==> config.mk <==
export PLATFORM = sky130hd
export DESIGN_NAME = bitser_sub
export DESIGN_NICKNAME = d
export VERILOG_FILES = /design/src/rtl/bitser_sub_pkg.sv /design/src/rtl/bitser_sub_poscnt.sv /design/src/rtl/bitser_sub_negate.sv /design/src/rtl/bitser_sub_adder.sv /design/src/rtl/bitser_sub.sv
export SDC_FILE = /design/constraint.sdc
export NUM_CORES = 1
export LEC_CHECK = 0
export ABC_AREA = 0
export BUFFER_PORTS_ARGS = -buffer_cell sky130_fd_sc_hd__buf_2
export CORE_AREA = 3 3 40 42
export DETAILED_ROUTE_END_ITERATION = 8
export DIE_AREA = 0 0 43 45
export MAX_ROUTING_LAYER = met4
export PLACE_DENSITY = 0.34
export SLEW_MARGIN = 20
export SYNTH_ARGS = -nofsm -noshare
export SYNTH_HDL_FRONTEND = slang
export SYNTH_SLANG_ARGS = --single-unit
==> constraint.sdc <==
create_clock -name clk -period 2.25 [get_ports clk]
set_input_delay 0.3375 -clock clk [delete_from_list [all_inputs] [get_ports clk]]
set_output_delay 0.3375 -clock clk [all_outputs]
set_load 0.03 [all_outputs]
==> src/rtl/bitser_sub_pkg.sv <==
package bitser_sub_pkg;

   // state carried between bit times of one word
   typedef struct packed {
      logic carry;
      logic seen;
   } sub_state_t;

   localparam sub_state_t SUB_FRESH = '{carry: 1'b0, seen: 1'b0};

   function automatic logic maj3(input logic x, input logic y, input logic z);
      return (x & y) | (x & z) | (y & z);
   endfunction

   function automatic int unsigned pos_bits(input int unsigned width);
      return (width < 2) ? 1 : $clog2(width);
   endfunction

endpackage

==> src/rtl/bitser_sub_poscnt.sv <==
module bitser_sub_poscnt #(
   parameter int unsigned WIDTH = 8
) (
   input  logic clk,
   input  logic rst,
   input  logic restart,
   output logic at_last
);
   import bitser_sub_pkg::*;

   localparam int unsigned CW = pos_bits(WIDTH);
   localparam logic [CW-1:0] LAST_POS = CW'(WIDTH - 1);
   localparam bit POW2 = (WIDTH == (1 << CW));

   logic [CW-1:0] pos_q;
   logic [CW-1:0] pos_eff;
   logic [CW-1:0] pos_nxt;

   assign pos_eff = restart ? '0 : pos_q;
   assign at_last = (pos_eff == LAST_POS);

   generate
      if (POW2) begin : g_wrap_free
         // counter rolls over to zero on its own after the last bit
         assign pos_nxt = pos_eff + CW'(1);
      end else begin : g_wrap_cmp
         assign pos_nxt = at_last ? '0 : pos_eff + CW'(1);
      end
   endgenerate

   always_ff @(posedge clk) begin
      if (rst) pos_q <= '0;
      else     pos_q <= pos_nxt;
   end
endmodule

==> src/rtl/bitser_sub_negate.sv <==
module bitser_sub_negate (
   input  logic clk,
   input  logic rst,
   input  logic restart,
   input  logic word_end,
   input  logic b_bit,
   output logic nb_bit
);
   logic seen_q;
   logic seen_eff;

   // before the first 1 of B pass it through; after it invert
   assign seen_eff = restart ? 1'b0 : seen_q;
   assign nb_bit   = b_bit ^ seen_eff;

   always_ff @(posedge clk) begin
      if (rst)           seen_q <= 1'b0;
      else if (word_end) seen_q <= 1'b0;
      else               seen_q <= seen_eff | b_bit;
   end
endmodule

==> src/rtl/bitser_sub_adder.sv <==
module bitser_sub_adder (
   input  logic clk,
   input  logic rst,
   input  logic restart,
   input  logic word_end,
   input  logic x_bit,
   input  logic y_bit,
   output logic s_bit
);
   import bitser_sub_pkg::*;

   logic cy_q;
   logic cy_eff;

   assign cy_eff = restart ? 1'b0 : cy_q;
   assign s_bit  = x_bit ^ y_bit ^ cy_eff;

   always_ff @(posedge clk) begin
      if (rst)           cy_q <= 1'b0;
      else if (word_end) cy_q <= 1'b0;
      else               cy_q <= maj3(x_bit, y_bit, cy_eff);
   end
endmodule

==> src/rtl/bitser_sub.sv <==
module bitser_sub #(
   parameter int unsigned WIDTH = 8
) (
   input  logic clk,
   input  logic rst,
   input  logic start,
   input  logic a_bit,
   input  logic b_bit,
   output logic d_bit,
   output logic ovf
);
   generate
      if (WIDTH < 2) begin : g_bad_width
         $error("bitser_sub: WIDTH must be at least 2");
      end
   endgenerate

   logic last_bit;
   logic nb_bit;
   logic sum_bit;

   bitser_sub_poscnt #(.WIDTH(WIDTH)) u_pos (
      .clk     (clk),
      .rst     (rst),
      .restart (start),
      .at_last (last_bit)
   );

   bitser_sub_negate u_neg (
      .clk      (clk),
      .rst      (rst),
      .restart  (start),
      .word_end (last_bit),
      .b_bit    (b_bit),
      .nb_bit   (nb_bit)
   );

   bitser_sub_adder u_add (
      .clk      (clk),
      .rst      (rst),
      .restart  (start),
      .word_end (last_bit),
      .x_bit    (a_bit),
      .y_bit    (nb_bit),
      .s_bit    (sum_bit)
   );

   assign d_bit = sum_bit;
   // signed overflow of A - B: operand signs differ and result sign leaves A's
   assign ovf   = last_bit & (a_bit ^ b_bit) & (sum_bit ^ a_bit);
endmodule

==> results of run 1 <==
sequential cells by signal, summed over array words and instances (netlist names):
signal / flops
u_pos.pos_q: 3
u_neg.seen_q: 1
u_add.cy_q: 1
worst register-to-register path, stage by stage, from the launching register on:
cell and delay (ps):
dfxtp_2 310, nand2b_1 80, ha_4 230, fa_2 330, nor3b_1 130
per-stage QoR:
step	setup slack (ps)	setup TNS, ps	area (sq um)
2_1_floorplan	33.1	0	260
3_3_place_gp	15.1	0	317
3_5_place_dp	1.11	0	317
4_1_cts	5.63	0	349
5_1_grt	-2.55	-2.55	382
6_report	74.3	0	382
cell usage in the layout (no fill, tap or decap), types with 2 or more instances in the layout:
master / n
dfxtp_1: 4
clkbuf_4: 3
ha_1: 2
buf_2: 5
nor2b_1: 6
cells by family (layout without fill, tap and decap cells):
kind of cell	Yosys count	in the layout	synth area share, %
flops	5	5	40.2
buf+inv	1	12	1.51
compound gates	1	1	5.02
simple gates	12	12	30.1
fa+ha+maj	4	4	23.1
cells in the mapped netlist (all sizes together):
cell type / count / area (sq um)
dfxtp: 5 / 100
fa: 1 / 20.0
ha: 3 / 37.5
inv: 1 / 3.75
nand2: 1 / 3.75
nand2b: 1 / 6.26
nand4bb: 1 / 11.3
nor2: 1 / 3.75
nor2b: 6 / 37.5
nor3: 1 / 5.00
nor3b: 1 / 7.51
o31ai: 1 / 12.5
power by group:
group          switching [mW]  total, mW  internal [mW]
clock network          0.0370      0.104         0.0671
logic                  0.0225     0.0428         0.0203
registers            0.000788     0.0946         0.0938
total                  0.0603      0.242          0.181
final cells by class:
type,instances,area (sq um),area share [%]
inverters,1,3.75,0.984
clock buffers,4,26.3,6.89
repair buffers,7,43.8,11.5
flip-flops and latches,5,101,26.6
well taps,15,18.8,4.92
multi-input cells,17,188,49.2
metal layers:
layer  track usage (%)  vias up
li1                  -       99
met1              7.06       87
met2              8.08        6
met3              2.39        0
met4              9.04        0
met5                 -        -
repair_timing:
item / CTS / global route
gates cloned: 0 / 0
resized for setup: 2 / 4
pin swaps: 0 / 1
endpoints found under the hold margin: 0 / 0
setup endpoints to repair: 1 / 1
path summary, 6_finish.rpt:
check / from / end / slack, ps / cells after the start
worst min-delay path: rst / u_neg.seen_q / 310 / 2
worst min register to register: u_pos.pos_q[0] / u_pos.pos_q[0] / 530 / 2
worst max-delay path: u_neg.seen_q / ovf / 70 / 6
worst max register to register: u_neg.seen_q / u_add.cy_q / 1050 / 4
==> out/results.tsv, run 1 <==
stage	metric	value	unit
run_status	outcome	finished, final reports clean	
cells_and_area	final core utilization	29.7	%
placed_design	post-DP HPWL	341	um
die	die width	43	um
worst_setup_path	crit end category	output port	
clock_network	Post-CTS Setup Bufs	0	
sta	Slew Limit Headroom	84.0	%
sta	fmax	460	MHz
drt	drt total wl	457	um
cells_and_area	fin nets	44	
drt	Top Layer Used	met3	
pwr	leakage	0.162	nW
placed_design	GPL Wtd Cong	0.712	
worst_setup_path	worst-path cell chain	nand2b_1 -> ha_4 -> fa_2 -> nand2_2 -> o31ai_4 -> buf_6	
sta	Max Slew Vio Count	0	
sta	final hold slack	307	ps
global_route	GRT Total Usage	6.63	%
global_route	grt ovf	0	
yosys	Avg Cell Area, Syn	10.8	sq um
clock_network	H-tree depth	1	
worst_setup_path	Top delay family on crit path	adder cells	
cells_and_area	fin cells	49	
sta	fin crit share	96.7	%
worst_setup_path	WS Path Type	register to output port	
global_route	initial antenna violation count	0	
clock_network	CTS max path bufs	2	
pwr	Power Total	0.242	mW
clock_network	CTS Buf Count	3	
cells_and_area	FILL cells	150	
sta	Worst-Margin Slew	241	ps
worst_setup_path	Arr. time, crit path	1840	ps
clock_network	Post-CTS Hold Fix Bufs	0	
die	Die Height	45	um
clock_network	clk_lat worst skew	240	ps
drt	drt first pass iters	1	
min_path	worst hold path type	input port to register	
sta	final worst path period need	2180	ps
drt	wire length per cell	9.33	um
cells_and_area	Area growth syn-to-layout	53.3	%
worst_setup_path	crit path max-delay cell type	fa_2	
cells_and_area	share of layout cells above drive strength 1	47.1	%
yosys	Synth Warn #	0	
placed_design	placed insts	45	
clock_network	Sink Count	5	
worst_setup_path	Buf/Inv on CP	1	
pwr	Worst VDD drop	0.000168	V
sta	hold violation count in the final report	0	
global_route	global-route wire length before repair	828	um
drt	number of remaining DRC errors	0	
drt	Vias	192	
sta	Setup Skew	3.42	ps
pwr	PD cells	633	nW/um^2
yosys	register area share after synthesis	40.2	%
die	Initial Util	19.4	%
die	Core Area	1280	sq um
job	max-cap viol count	0	
clock_network	CTS tree	built	
yosys	post-synthesis cell type count	12	
yosys	Cell Area, Synth	249	sq um
drt	DR vias/cell	3.92	
die	row count	13	
yosys	Mapped Cells	23	
placed_design	IO buf count	6	
die	Die ar.	1940	sq um
cells_and_area	Ant. Diodes	0	
worst_setup_path	Setup crit start kind	register	
worst_setup_path	largest stage delay on the critical path	570	ps
clock_network	CTS root buffer	clkbuf_4	
drt	met2 wire len	221	um
clock_network	clock slew at reported path FFs	50	ps
drt	DR iter-0 viols	0	
global_route	number of global-route vias before repair	210	
yosys	flops & latches, synth	5	
sta	# setup viols final	0	
yosys	syn nets	32	
worst_setup_path	CP Max Fanout	3	
global_route	largest net degree at the start of global routing	6	
drt	Final ANT Viol Nets	0	
die	# IOs	7	
worst_setup_path	CP required	1910	ps
drt	wl on met1	205	um
drt	DR WL met3	30	um
(Power assumes the default switching activity.)
==> run 2, diff against run 1 <==
RECOVER_POWER = 100   (was not set)
==> run 2 against run 1 <==
Clock skew fell by 1.2 ps. Largest cell class unchanged. Highest routed layer unchanged. Critical endpoint unchanged. Largest power group unchanged. First-iteration DRC count unchanged. Clock-buffer cell count unchanged.
==> out/results.tsv, run 2 (synthesis gave the netlist of run 1 again) <==
stage	metric	value	unit	change
clock_network	Post-CTS Hold Fix Bufs	0		unchanged
global_route	number of global-route vias before repair	210		unchanged
drt	drt first pass iters	1		unchanged
sta	final worst path period need	2170	ps	was 2180 ps
sta	fmax	460	MHz	about the same
drt	Vias	193		was 192
die	die width	43	um	unchanged
global_route	global-route wire length before repair	828	um	unchanged
cells_and_area	share of layout cells above drive strength 1	44.1	%	was 47.1%
clock_network	clk_lat worst skew	240	ps	about the same
cells_and_area	fin nets	44		unchanged
run_status	outcome	finished, final reports clean		unchanged
drt	DR iter-0 viols	0		unchanged
die	Core Area	1280	sq um	unchanged
worst_setup_path	WS Path Type	register to output port		unchanged
worst_setup_path	FF-to-FF End	u_add.cy_q		unchanged
cells_and_area	Ant. Diodes	0		unchanged
global_route	GRT Total Usage	6.63	%	unchanged
clock_network	Sink Count	5		unchanged
worst_setup_path	Critical Path Start	u_neg.seen_q		unchanged
cells_and_area	largest reg by FF count	u_pos.pos_q		unchanged
clock_network	H-tree depth	1		unchanged
clock_network	clock slew at reported path FFs	40	ps	was 50 ps
placed_design	GPL Wtd Cong	0.712		unchanged
die	# IOs	7		unchanged
worst_setup_path	CP required	1910	ps	about the same
worst_setup_path	reg-to-reg startpoint	u_neg.seen_q		unchanged
cells_and_area	number of flip-flops under the largest register name	3		unchanged
clock_network	CTS Buf Count	3		unchanged
sta	Max Slew Vio Count	0		unchanged
placed_design	Post-DP Area	317	sq um	unchanged
drt	DR vias/cell	3.94		was 3.92
global_route	initial antenna violation count	0		unchanged
cells_and_area	top flop regs	u_pos.pos_q (3), u_add.cy_q (1), u_neg.seen_q (1)		unchanged
die	Die Height	45	um	unchanged
die	Initial Util	19.4	%	unchanged
drt	drt total wl	455	um	was 457 um
sta	Setup Skew	2.25	ps	was 3.42 ps
cells_and_area	fin cells	49		unchanged
clock_network	CTS root buffer	clkbuf_4		unchanged
drt	wire length per cell	9.29	um	was 9.33 um
pwr	PD cells	635	nW/um^2	was 633 nW/um^2
clock_network	Post-CTS Setup Bufs	0		unchanged
cells_and_area	cell area after layout	378	sq um	was 382 sq um
worst_setup_path	Setup crit start kind	register		unchanged
cells_and_area	most frequent cells in the layout	nor2b_1, buf_2, dfxtp_1		unchanged
clock_network	CTS max path bufs	2		unchanged
placed_design	post-DP HPWL	341	um	unchanged
die	row count	13		unchanged
worst_setup_path	crit end category	output port		unchanged
clock_network	CTS tree	built		unchanged
sta	# setup viols final	0		unchanged
sta	Worst-Margin Slew	241	ps	about the same
sta	fin crit share	96.6	%	was 96.7%
worst_setup_path	crit path capture	ovf		unchanged
job	max-cap viol count	0		unchanged
pwr	Worst VDD drop	0.000165	V	was 0.000168 V
min_path	worst hold path type	input port to register		unchanged
placed_design	placed insts	45		unchanged
global_route	largest net degree at the start of global routing	6		unchanged
sta	Slew Limit Headroom	84.0	%	about the same
worst_setup_path	CP Max Fanout	3		unchanged
cells_and_area	Reg area	101	sq um	unchanged
worst_setup_path	Arr. time, crit path	1840	ps	about the same
drt	Final ANT Viol Nets	0		unchanged
global_route	grt ovf	0		unchanged
drt	number of remaining DRC errors	0		unchanged
cells_and_area	FILL cells	150		unchanged
placed_design	IO buf count	6		unchanged
cells_and_area	multi-input logic area	188	sq um	unchanged
sta	hold violation count in the final report	0		unchanged
worst_setup_path	Reg2Reg Depth	4		unchanged
worst_setup_path	R2R setup slack	1050	ps	about the same
cells_and_area	Area growth syn-to-layout	51.8	%	was 53.3%
die	Die ar.	1940	sq um	unchanged
pwr	leakage	0.158	nW	was 0.162 nW
cells_and_area	commonest non-fill, non-tap cell in the layout	nor2b_1		unchanged
[run 2: worst max-delay path: stages, from the launching register on]
cell	delay, ps
dfxtp_2	300
nand2b_1	80
ha_4	230
fa_2	570
nand2_2	70
o31ai_4	180
buf_6	160
[run 2: timing repair]
item | in CTS | in global routing
pin swaps | 0 | 1
gates resized for setup | 2 | 4
setup endpoints to repair | 1 | 1
[run 2: area by class of cell]
| class | instances | area share [%] |
|---|---|---|
| Multi-Input combinational cell | 17 | 49.7 |
| Sequential cell | 5 | 26.8 |
| Timing Repair Buffer | 7 | 10.6 |
| Clock buffer | 4 | 6.95 |
| Tap cell | 15 | 4.97 |
| Inverter | 1 | 0.993 |
[run 2: power by group]
part	leakage [nW]	switching [mW]	internal (mW)	total, mW
Clock	0.0150	0.0363	0.0670	0.103
Combinational	0.102	0.0225	0.0195	0.0420
Sequential	0.0415	0.000788	0.0938	0.0946
Total	0.158	0.0596	0.180	0.240
[run 2: worst min-delay path by stage]
stage,slack (ps),depth (start not counted),startpoint,to
detailed placement,530,2,u_pos.pos_q[0],u_pos.pos_q[0]
global placement,510,2,u_pos.pos_q[0],u_pos.pos_q[0]
floorplan,410,1,rst,u_neg.seen_q
finish,310,2,rst,u_neg.seen_q
global route,310,2,rst,u_neg.seen_q
CTS,310,2,rst,u_neg.seen_q
[run 2: stage by stage]
stage / setup slack, ps / hold slack, ps / setup TNS (ps) / total power [mW] / utilization (%)
2_1_floorplan: 33.1 / 409 / 0 / 0.121 / -
3_3_place_gp: 15.1 / 510 / 0 / 0.131 / 24.6
3_5_place_dp: 1.11 / 526 / 0 / 0.131 / 24.6
4_1_cts: 5.63 / 311 / 0 / 0.241 / 27.2
5_1_grt: -2.55 / 311 / -2.55 / 0.258 / 29.4
6_report: 76.0 / 311 / 0 / 0.240 / 29.4
[run 2: routing by layer]
metal | global-route usage (%) | vias up | share of wire, %
met5 | - | - | 0
met4 | 9.04 | 0 | 0
met3 | 2.39 | 0 | 6.6
met2 | 8.08 | 6 | 48
met1 | 7.06 | 88 | 45
li1 | - | 99 | -
